$ cat config.mk
export PLATFORM = sky130hd
export DESIGN_NAME = gpio_sampled_port
export DESIGN_NICKNAME = d
export VERILOG_FILES = /design/src/rtl/gpio_latch_pkg.sv /design/src/rtl/pio_strobe_sync.sv /design/src/rtl/pio_in_latch.sv /design/src/rtl/pio_regs.sv /design/src/rtl/gpio_sampled_port.sv
export SDC_FILE = /design/constraint.sdc
export NUM_CORES = 1
export LEC_CHECK = 0
export BUFFER_PORTS_ARGS = -buffer_cell sky130_fd_sc_hd__buf_2
export CAP_MARGIN = 20
export CORE_UTILIZATION = 35
export CTS_CLUSTER_SIZE = 40
export DETAILED_ROUTE_END_ITERATION = 10
export SYNTH_ARGS = -nofsm -noshare
export SYNTH_HDL_FRONTEND = slang
export SYNTH_SLANG_ARGS = --single-unit
$ cat constraint.sdc
create_clock -name clk -period 2.9 [get_ports clk]
set_clock_uncertainty 0.1 [all_clocks]
set_input_delay 0.29 -clock clk [delete_from_list [all_inputs] [get_ports clk]]
set_output_delay 0.29 -clock clk [all_outputs]
set_load 0.01 [all_outputs]
$ cat src/rtl/gpio_latch_pkg.sv
package gpio_latch_pkg;
  // Word offsets of the register map
  localparam int OFS_IN   = 0;
  localparam int OFS_OUT  = 1;
  localparam int OFS_OE   = 2;
  localparam int OFS_MASK = 3;
  localparam int OFS_CTRL = 4;

  // Control register bit positions
  localparam int CB_GIE  = 0;
  localparam int CB_STAT = 1;
  localparam int CB_EXT  = 2;
  localparam int CB_NEG  = 3;

  // Decide whether the input register samples on this clock.
  function automatic logic capture_enable(input logic ext_mode, input logic neg_sel,
                                          input logic rise, input logic fall);
    if (!ext_mode) return 1'b1;
    return neg_sel ? fall : rise;
  endfunction
endpackage

$ cat src/rtl/pio_strobe_sync.sv
module pio_strobe_sync #(
  parameter int STAGES = 2
) (
  input  logic clk,
  input  logic rst,
  input  logic strobe_async,
  output logic strobe_rise,
  output logic strobe_fall
);
  localparam int CHAIN = STAGES + 1;

  logic [CHAIN-1:0] chain_q;
  logic             synced;
  logic             prev;

  always_ff @(posedge clk) begin
    if (rst) chain_q <= '0;
    else     chain_q <= {chain_q[CHAIN-2:0], strobe_async};
  end

  assign synced      = chain_q[STAGES-1];
  assign prev        = chain_q[STAGES];
  assign strobe_rise = synced & ~prev;
  assign strobe_fall = ~synced & prev;
endmodule

$ cat src/rtl/pio_in_latch.sv
module pio_in_latch #(
  parameter int W = 32
) (
  input  logic         clk,
  input  logic         rst,
  input  logic [W-1:0] pin_in,
  input  logic         ext_mode,
  input  logic         neg_sel,
  input  logic         strobe_rise,
  input  logic         strobe_fall,
  input  logic [W-1:0] watch_mask,
  output logic [W-1:0] in_q,
  output logic         change_evt
);
  logic         cap_en;
  logic [W-1:0] diff_bits;

  assign cap_en     = gpio_latch_pkg::capture_enable(ext_mode, neg_sel, strobe_rise, strobe_fall);
  assign diff_bits  = (pin_in ^ in_q) & watch_mask;
  assign change_evt = cap_en & (|diff_bits);

  always_ff @(posedge clk) begin
    if (rst)         in_q <= '0;
    else if (cap_en) in_q <= pin_in;
  end

  AST_BUS_MODE_TRACK: assert property (@(posedge clk) disable iff (rst)
    !ext_mode |=> in_q == $past(pin_in));
  AST_HOLD_NO_EDGE: assert property (@(posedge clk) disable iff (rst)
    ext_mode && !strobe_rise && !strobe_fall |=> $stable(in_q));
  AST_RISE_IGNORED_ON_NEG: assert property (@(posedge clk) disable iff (rst)
    ext_mode && neg_sel && !strobe_fall |=> $stable(in_q));
  AST_FALL_IGNORED_ON_POS: assert property (@(posedge clk) disable iff (rst)
    ext_mode && !neg_sel && !strobe_rise |=> $stable(in_q));
endmodule

$ cat src/rtl/pio_regs.sv
module pio_regs #(
  parameter int W  = 32,
  parameter int AW = 3
) (
  input  logic          clk,
  input  logic          rst,
  input  logic          bus_valid,
  input  logic          bus_write,
  input  logic [AW-1:0] bus_addr,
  input  logic [W-1:0]  bus_wdata,
  output logic          bus_ack,
  output logic [W-1:0]  bus_rdata,
  input  logic [W-1:0]  in_q,
  input  logic          change_evt,
  output logic [W-1:0]  out_q,
  output logic [W-1:0]  oe_q,
  output logic [W-1:0]  mask_q,
  output logic          ext_mode,
  output logic          neg_sel,
  output logic          irq
);
  import gpio_latch_pkg::*;

  localparam logic [AW-1:0] A_IN   = AW'(OFS_IN);
  localparam logic [AW-1:0] A_OUT  = AW'(OFS_OUT);
  localparam logic [AW-1:0] A_OE   = AW'(OFS_OE);
  localparam logic [AW-1:0] A_MASK = AW'(OFS_MASK);
  localparam logic [AW-1:0] A_CTRL = AW'(OFS_CTRL);

  logic         gie_q, stat_q;
  logic         wr_any, wr_out, wr_oe, wr_mask, wr_ctrl;
  logic         irq_set;
  logic [W-1:0] ctrl_word;
  logic [W-1:0] read_mux;

  assign wr_any  = bus_valid & bus_write;
  assign wr_out  = wr_any & (bus_addr == A_OUT);
  assign wr_oe   = wr_any & (bus_addr == A_OE);
  assign wr_mask = wr_any & (bus_addr == A_MASK);
  assign wr_ctrl = wr_any & (bus_addr == A_CTRL);
  assign irq_set = change_evt & gie_q;

  always_ff @(posedge clk) begin
    if (rst) begin
      out_q    <= '0;
      oe_q     <= '0;
      mask_q   <= '0;
      gie_q    <= 1'b0;
      stat_q   <= 1'b0;
      ext_mode <= 1'b0;
      neg_sel  <= 1'b0;
    end else begin
      if (wr_out)  out_q  <= bus_wdata;
      if (wr_oe)   oe_q   <= bus_wdata;
      if (wr_mask) mask_q <= bus_wdata;
      if (wr_ctrl) begin
        gie_q    <= bus_wdata[CB_GIE];
        ext_mode <= bus_wdata[CB_EXT];
        neg_sel  <= bus_wdata[CB_NEG];
      end
      if (irq_set)      stat_q <= 1'b1;
      else if (wr_ctrl) stat_q <= bus_wdata[CB_STAT];
    end
  end

  assign irq = stat_q & gie_q;

  always_comb begin
    ctrl_word          = '0;
    ctrl_word[CB_GIE]  = gie_q;
    ctrl_word[CB_STAT] = stat_q;
    ctrl_word[CB_EXT]  = ext_mode;
    ctrl_word[CB_NEG]  = neg_sel;
  end

  always_comb begin
    case (bus_addr)
      A_IN:    read_mux = in_q;
      A_OUT:   read_mux = out_q;
      A_OE:    read_mux = oe_q;
      A_MASK:  read_mux = mask_q;
      A_CTRL:  read_mux = ctrl_word;
      default: read_mux = '0;
    endcase
  end

  always_ff @(posedge clk) begin
    if (rst) begin
      bus_ack   <= 1'b0;
      bus_rdata <= '0;
    end else begin
      bus_ack   <= bus_valid;
      bus_rdata <= bus_valid ? read_mux : '0;
    end
  end

  AST_ACK_NEXT: assert property (@(posedge clk) disable iff (rst)
    bus_valid |=> bus_ack);
  AST_ACK_IDLE: assert property (@(posedge clk) disable iff (rst)
    !bus_valid |=> !bus_ack);
  AST_OUT_WRITE: assert property (@(posedge clk) disable iff (rst)
    wr_out |=> out_q == $past(bus_wdata));
  AST_OE_WRITE: assert property (@(posedge clk) disable iff (rst)
    wr_oe |=> oe_q == $past(bus_wdata));
  AST_IRQ_RAISE: assert property (@(posedge clk) disable iff (rst)
    change_evt && gie_q && !wr_ctrl |=> irq);
  AST_CTRL_ZERO_CLEARS: assert property (@(posedge clk) disable iff (rst)
    wr_ctrl && bus_wdata == '0 |=> !irq);
endmodule

$ cat src/rtl/gpio_sampled_port.sv
module gpio_sampled_port #(
  parameter int W           = 32,
  parameter int AW          = 3,
  parameter int SYNC_STAGES = 2
) (
  input  logic          clk,
  input  logic          rst,
  input  logic          bus_valid,
  input  logic          bus_write,
  input  logic [AW-1:0] bus_addr,
  input  logic [W-1:0]  bus_wdata,
  output logic          bus_ack,
  output logic [W-1:0]  bus_rdata,
  input  logic [W-1:0]  pin_in,
  input  logic          pin_strobe,
  output logic [W-1:0]  pin_out,
  output logic [W-1:0]  pin_oe,
  output logic          irq
);
  logic         strobe_rise, strobe_fall;
  logic         ext_mode, neg_sel;
  logic         change_evt;
  logic [W-1:0] in_q, mask_q;

  pio_strobe_sync #(.STAGES(SYNC_STAGES)) u_sync (
    .clk          (clk),
    .rst          (rst),
    .strobe_async (pin_strobe),
    .strobe_rise  (strobe_rise),
    .strobe_fall  (strobe_fall)
  );

  pio_in_latch #(.W(W)) u_latch (
    .clk         (clk),
    .rst         (rst),
    .pin_in      (pin_in),
    .ext_mode    (ext_mode),
    .neg_sel     (neg_sel),
    .strobe_rise (strobe_rise),
    .strobe_fall (strobe_fall),
    .watch_mask  (mask_q),
    .in_q        (in_q),
    .change_evt  (change_evt)
  );

  pio_regs #(.W(W), .AW(AW)) u_regs (
    .clk        (clk),
    .rst        (rst),
    .bus_valid  (bus_valid),
    .bus_write  (bus_write),
    .bus_addr   (bus_addr),
    .bus_wdata  (bus_wdata),
    .bus_ack    (bus_ack),
    .bus_rdata  (bus_rdata),
    .in_q       (in_q),
    .change_evt (change_evt),
    .out_q      (pin_out),
    .oe_q       (pin_oe),
    .mask_q     (mask_q),
    .ext_mode   (ext_mode),
    .neg_sel    (neg_sel),
    .irq        (irq)
  );
endmodule

==> impl_metrics.sql <==
INSERT INTO impl_metrics (metric_group, metric, value, unit) VALUES
('sta', 'unrepaired_setup_endpoints_after_global_routing', 'false', ''),
('placement', 'placed_cells_incl_taps', '1166', ''),
('cts', 'cts_buffer_depth', '2', ''),
('global_routing', 'groute.usage.overall', '22.2', '%'),
('die', 'die_footprint', '19600', 'sq um'),
('final_layout', 'final_core_utilization', '45.0', '%'),
('final_layout', 'drive_above_1_share', '23.6', '%'),
('setup_path', 'crit_path_start', 'bus_addr[0]', ''),
('cts', 'cts_setup_buffers', '0', ''),
('die', 'die_height', '140', 'microns'),
('synthesis', 'synth.net_count', '874', ''),
('worst_hold_path', 'whs_endpoint', 'u_regs.mask_q[26]', ''),
('power', 'share_seq_of_total_power', '47.2', '%'),
('setup_path', 'crit_slowest_cell', 'sky130_fd_sc_hd__dlygate4sd3_1', ''),
('setup_path', 'crit_path_max_fanout', '28', ''),
('die', 'rows', '50', ''),
('global_routing', 'first_pass_grt_wire_length', '33.1', 'mm'),
('sta', 'final.setup.tns', '0', 'ns'),
('setup_path', 'worst-r2r-setup-slack', '1.08', 'ns'),
('route', 'drc', '0', ''),
('power', 'comb_power_share', '6.8', '%'),
('sta', 'finalSetupViolCount', '0', ''),
('placement', 'placement.setup.worst_slack', '0.907', 'ns'),
('cts', 'clk-insertion-delay-late', '0.44', 'ns'),
('cts', 'clock_sink_count', '168', ''),
('status', 'status', 'completed', ''),
('setup_path', 'critical_path_class', 'input port to flip-flop', ''),
('route', 'detailroute.via_count', '6210', ''),
('worst_hold_path', 'worstHoldPathCells', '3', ''),
('sta', 'timing.max_slew.rel_slack', '46.5', '%'),
('final_layout', 'flow.area_growth_from_synthesis', '26.4', '%'),
('power', 'clkPwrFrac', '46.1', '%'),
('run', 'max_cap_violations', '0', ''),
('synthesis', 'total_of_flip_flops_plus_latches_after_synthesis', '168', ''),
('power', 'pwr_density_cell', '603', 'nW/um^2'),
('route', 'routed_wire_length_per_instance', '17.9', 'microns'),
('setup_path', 'critical-path-top-delay-family', 'buffers and inverters', ''),
('power', 'cellInternalPower', '3.80', 'mW'),
('placement', 'routabilityCongestion', '0.795', ''),
('sta', 'min_period', '2.08', 'ns'),
('worst_hold_path', 'timing.hold.worst.class', 'input port to flip-flop', ''),
('setup_path', 'cp-start-kind', 'input port', ''),
('synthesis', 'syn_avg_cell_area', '8.31', 'sq um'),
('synthesis', 'synthDominantAreaCellType', 'sky130_fd_sc_hd__dfxtp_1', ''),
('final_layout', 'post_layout_nonfiller_instances', '1211', ''),
('sta', 'timing.final.crit_share', '71.8', '%'),
('setup_path', 'rr_startpoint', 'u_sync.chain_q[1]', ''),
('power', 'cellLeakagePower', '3.42', 'nW'),
('power', 'p_sw', '1.28', 'mW'),
('route', 'via_per_instance_ratio', '5.13', ''),
('sta', 'postLayoutSetupSlackWorst', '0.818', 'ns'),
('setup_path', 'worstPathBufferInverterCount', '3', ''),
('setup_path', 'setup.worst_path.end_class', 'flip-flop', ''),
('cts', 'number_of_cells_upsized_or_downsized_after_cts', '0', ''),
('placement', 'io_buffers', '169', ''),
('sta', 'report.final.slew_viol_count', '0', ''),
('global_routing', 'grt_start_max_net_pins', '69', ''),
('synthesis', 'synth.yosys.seq_area_share', '50.5', '%'),
('cts', 'cts_tree', 'built', ''),
('sta', 'top_achievable_clock_speed', '480', 'MHz'),
('setup_path', 'timing.critical_path.arrival', '2.37', 'ns'),
('route', 'first_drt_pass_iteration_count', '5', ''),
('placement', 'place_hpwl', '14.5', 'mm'),
('die', 'io-pin-count', '170', ''),
('route', 'detailedRoute.firstIterationViolations', '502', ''),
('route', 'ant_nets', '0', ''),
('sta', 'final-hold-violation-count', '0', ''),
('die', 'floorplan.die.width', '140', 'microns'),
('power', 'sw_frac_of_total', '25.2', '%'),
('final_layout', 'antenna_cells', '0', ''),
('global_routing', 'grt_antenna_before_repair', '0', '');
-- per-stage QoR --
step / power [mW] / cell area [sq um]
2_1_floorplan: 2.61 / 6670
3_3_place_gp: 2.78 / 7690
3_5_place_dp: 2.78 / 7690
4_1_cts: 5.11 / 8420
5_1_grt: 5.24 / 8420
6_report: 5.08 / 8420
-- state kept, by name, summed over array words and instances (netlist names) --
| name | flops |
|---|---|
| u_latch.in_q | 32 |
| u_regs.bus_rdata | 32 |
| u_regs.oe_q | 32 |
| u_regs.bus_ack | 1 |
| u_regs.gie_q | 1 |
| u_regs.mask_q | 32 |
| u_sync.chain_q | 3 |
| u_regs.stat_q | 1 |
| u_regs.out_q | 32 |
| u_regs.neg_sel | 1 |
| u_regs.ext_mode | 1 |
-- cell usage after synthesis --
master / instances
sky130_fd_sc_hd__nand2_1: 257
sky130_fd_sc_hd__dfxtp_1: 168
sky130_fd_sc_hd__a21oi_1: 156
sky130_fd_sc_hd__a22oi_1: 80
sky130_fd_sc_hd__xor2_1: 32
sky130_fd_sc_hd__clkbuf_1: 24
sky130_fd_sc_hd__buf_2: 22
sky130_fd_sc_hd__nor2_1: 9
sky130_fd_sc_hd__buf_4: 7
sky130_fd_sc_hd__buf_6: 6
sky130_fd_sc_hd__nand4_1: 5
sky130_fd_sc_hd__mux2_2: 4
sky130_fd_sc_hd__mux2i_1: 4
sky130_fd_sc_hd__nor2b_1: 4
sky130_fd_sc_hd__o22a_1: 4
sky130_fd_sc_hd__and3_1: 3
sky130_fd_sc_hd__nand3_1: 3
sky130_fd_sc_hd__and2_1: 2
sky130_fd_sc_hd__and2b_1: 1
sky130_fd_sc_hd__inv_1: 1
sky130_fd_sc_hd__nand2b_1: 1
sky130_fd_sc_hd__nand3b_1: 1
sky130_fd_sc_hd__nor2b_4: 1
sky130_fd_sc_hd__nor3_2: 1
sky130_fd_sc_hd__nor3b_2: 1
sky130_fd_sc_hd__nor4_1: 1
sky130_fd_sc_hd__o21ai_1: 1
sky130_fd_sc_hd__o221a_2: 1
sky130_fd_sc_hd__o221ai_1: 1
sky130_fd_sc_hd__o22ai_1: 1
-- cells in the final DEF, fill, tap and decap left out, types with 5 or more instances in the layout --
cell                              n
sky130_fd_sc_hd__xor2_1          32
sky130_fd_sc_hd__a21oi_1        156
sky130_fd_sc_hd__a22oi_1         80
sky130_fd_sc_hd__clkbuf_16       17
sky130_fd_sc_hd__buf_4           20
sky130_fd_sc_hd__nand2_1        257
sky130_fd_sc_hd__nor2_1           9
sky130_fd_sc_hd__dlygate4sd3_1   13
sky130_fd_sc_hd__buf_2          168
sky130_fd_sc_hd__dfxtp_1        168
sky130_fd_sc_hd__nand4_1          5
-- power by group through the flow --
stage / combinational (mW) / sequential [mW] / clock (mW)
2_1_floorplan: 0.167 / 2.44 / 0
3_3_place_gp: 0.328 / 2.45 / 0
3_5_place_dp: 0.329 / 2.45 / 0
4_1_cts: 0.342 / 2.40 / 2.38
5_1_grt: 0.372 / 2.40 / 2.47
6_report: 0.344 / 2.40 / 2.34
-- per-layer routing --
| layer | global-route usage (%) | routed length, microns |
|---|---|---|
| met3 | 3.79 | 1100 |
| met2 | 35.0 | 9940 |
| met4 | 8.10 | 428 |
| met5 | 0 | 0 |
| met1 | 30.4 | 10200 |
-- worst register-to-register path, cell delays in order (launching register included) --
cell,delay [ns]
sky130_fd_sc_hd__dfxtp_1,0.42
sky130_fd_sc_hd__nand2b_1,0.14
sky130_fd_sc_hd__o221ai_4,0.61
sky130_fd_sc_hd__buf_12,0.24
sky130_fd_sc_hd__nand3b_1,0.08
sky130_fd_sc_hd__o22ai_1,0.14
-- cells by family after synthesis --
group           count (synthesis)  share of synthesized area, %
compound gates                244                          21.7
simple gates                  290                          17.5
buf+inv                        60                          4.86
flops                         168                          50.5
xor+xnor                       32                          4.21
mux                             8                          1.28
-- worst max path at each step --
| stage | end | slack [ns] | cells past startpoint |
|---|---|---|---|
| 2_1_floorplan | u_regs.bus_rdata[11] | 1.37 | 7 |
| 3_3_place_gp | u_regs.oe_q[13] | 0.93 | 7 |
| 3_5_place_dp | u_regs.out_q[10] | 0.91 | 7 |
| 4_1_cts | u_regs.out_q[30] | 0.85 | 8 |
| 5_1_grt | u_regs.out_q[30] | 0.69 | 8 |
| 6_report | u_regs.out_q[30] | 0.82 | 8 |
-- layout make-up --
class	count	area, sq um
fill	1870	10300
inverter	1	3.75
tap	234	293
timing repair buffer	202	1140
multi-input combinational	574	3020
sequential	168	3360
clock inverter	14	164
clock buffer	18	439
-- timing repair --
item,in CTS,in global routing
setup endpoints to repair,0,0
endpoints found under the hold margin,15,0
hold buffers,13,0
Power figures use the tool's default switching activity.
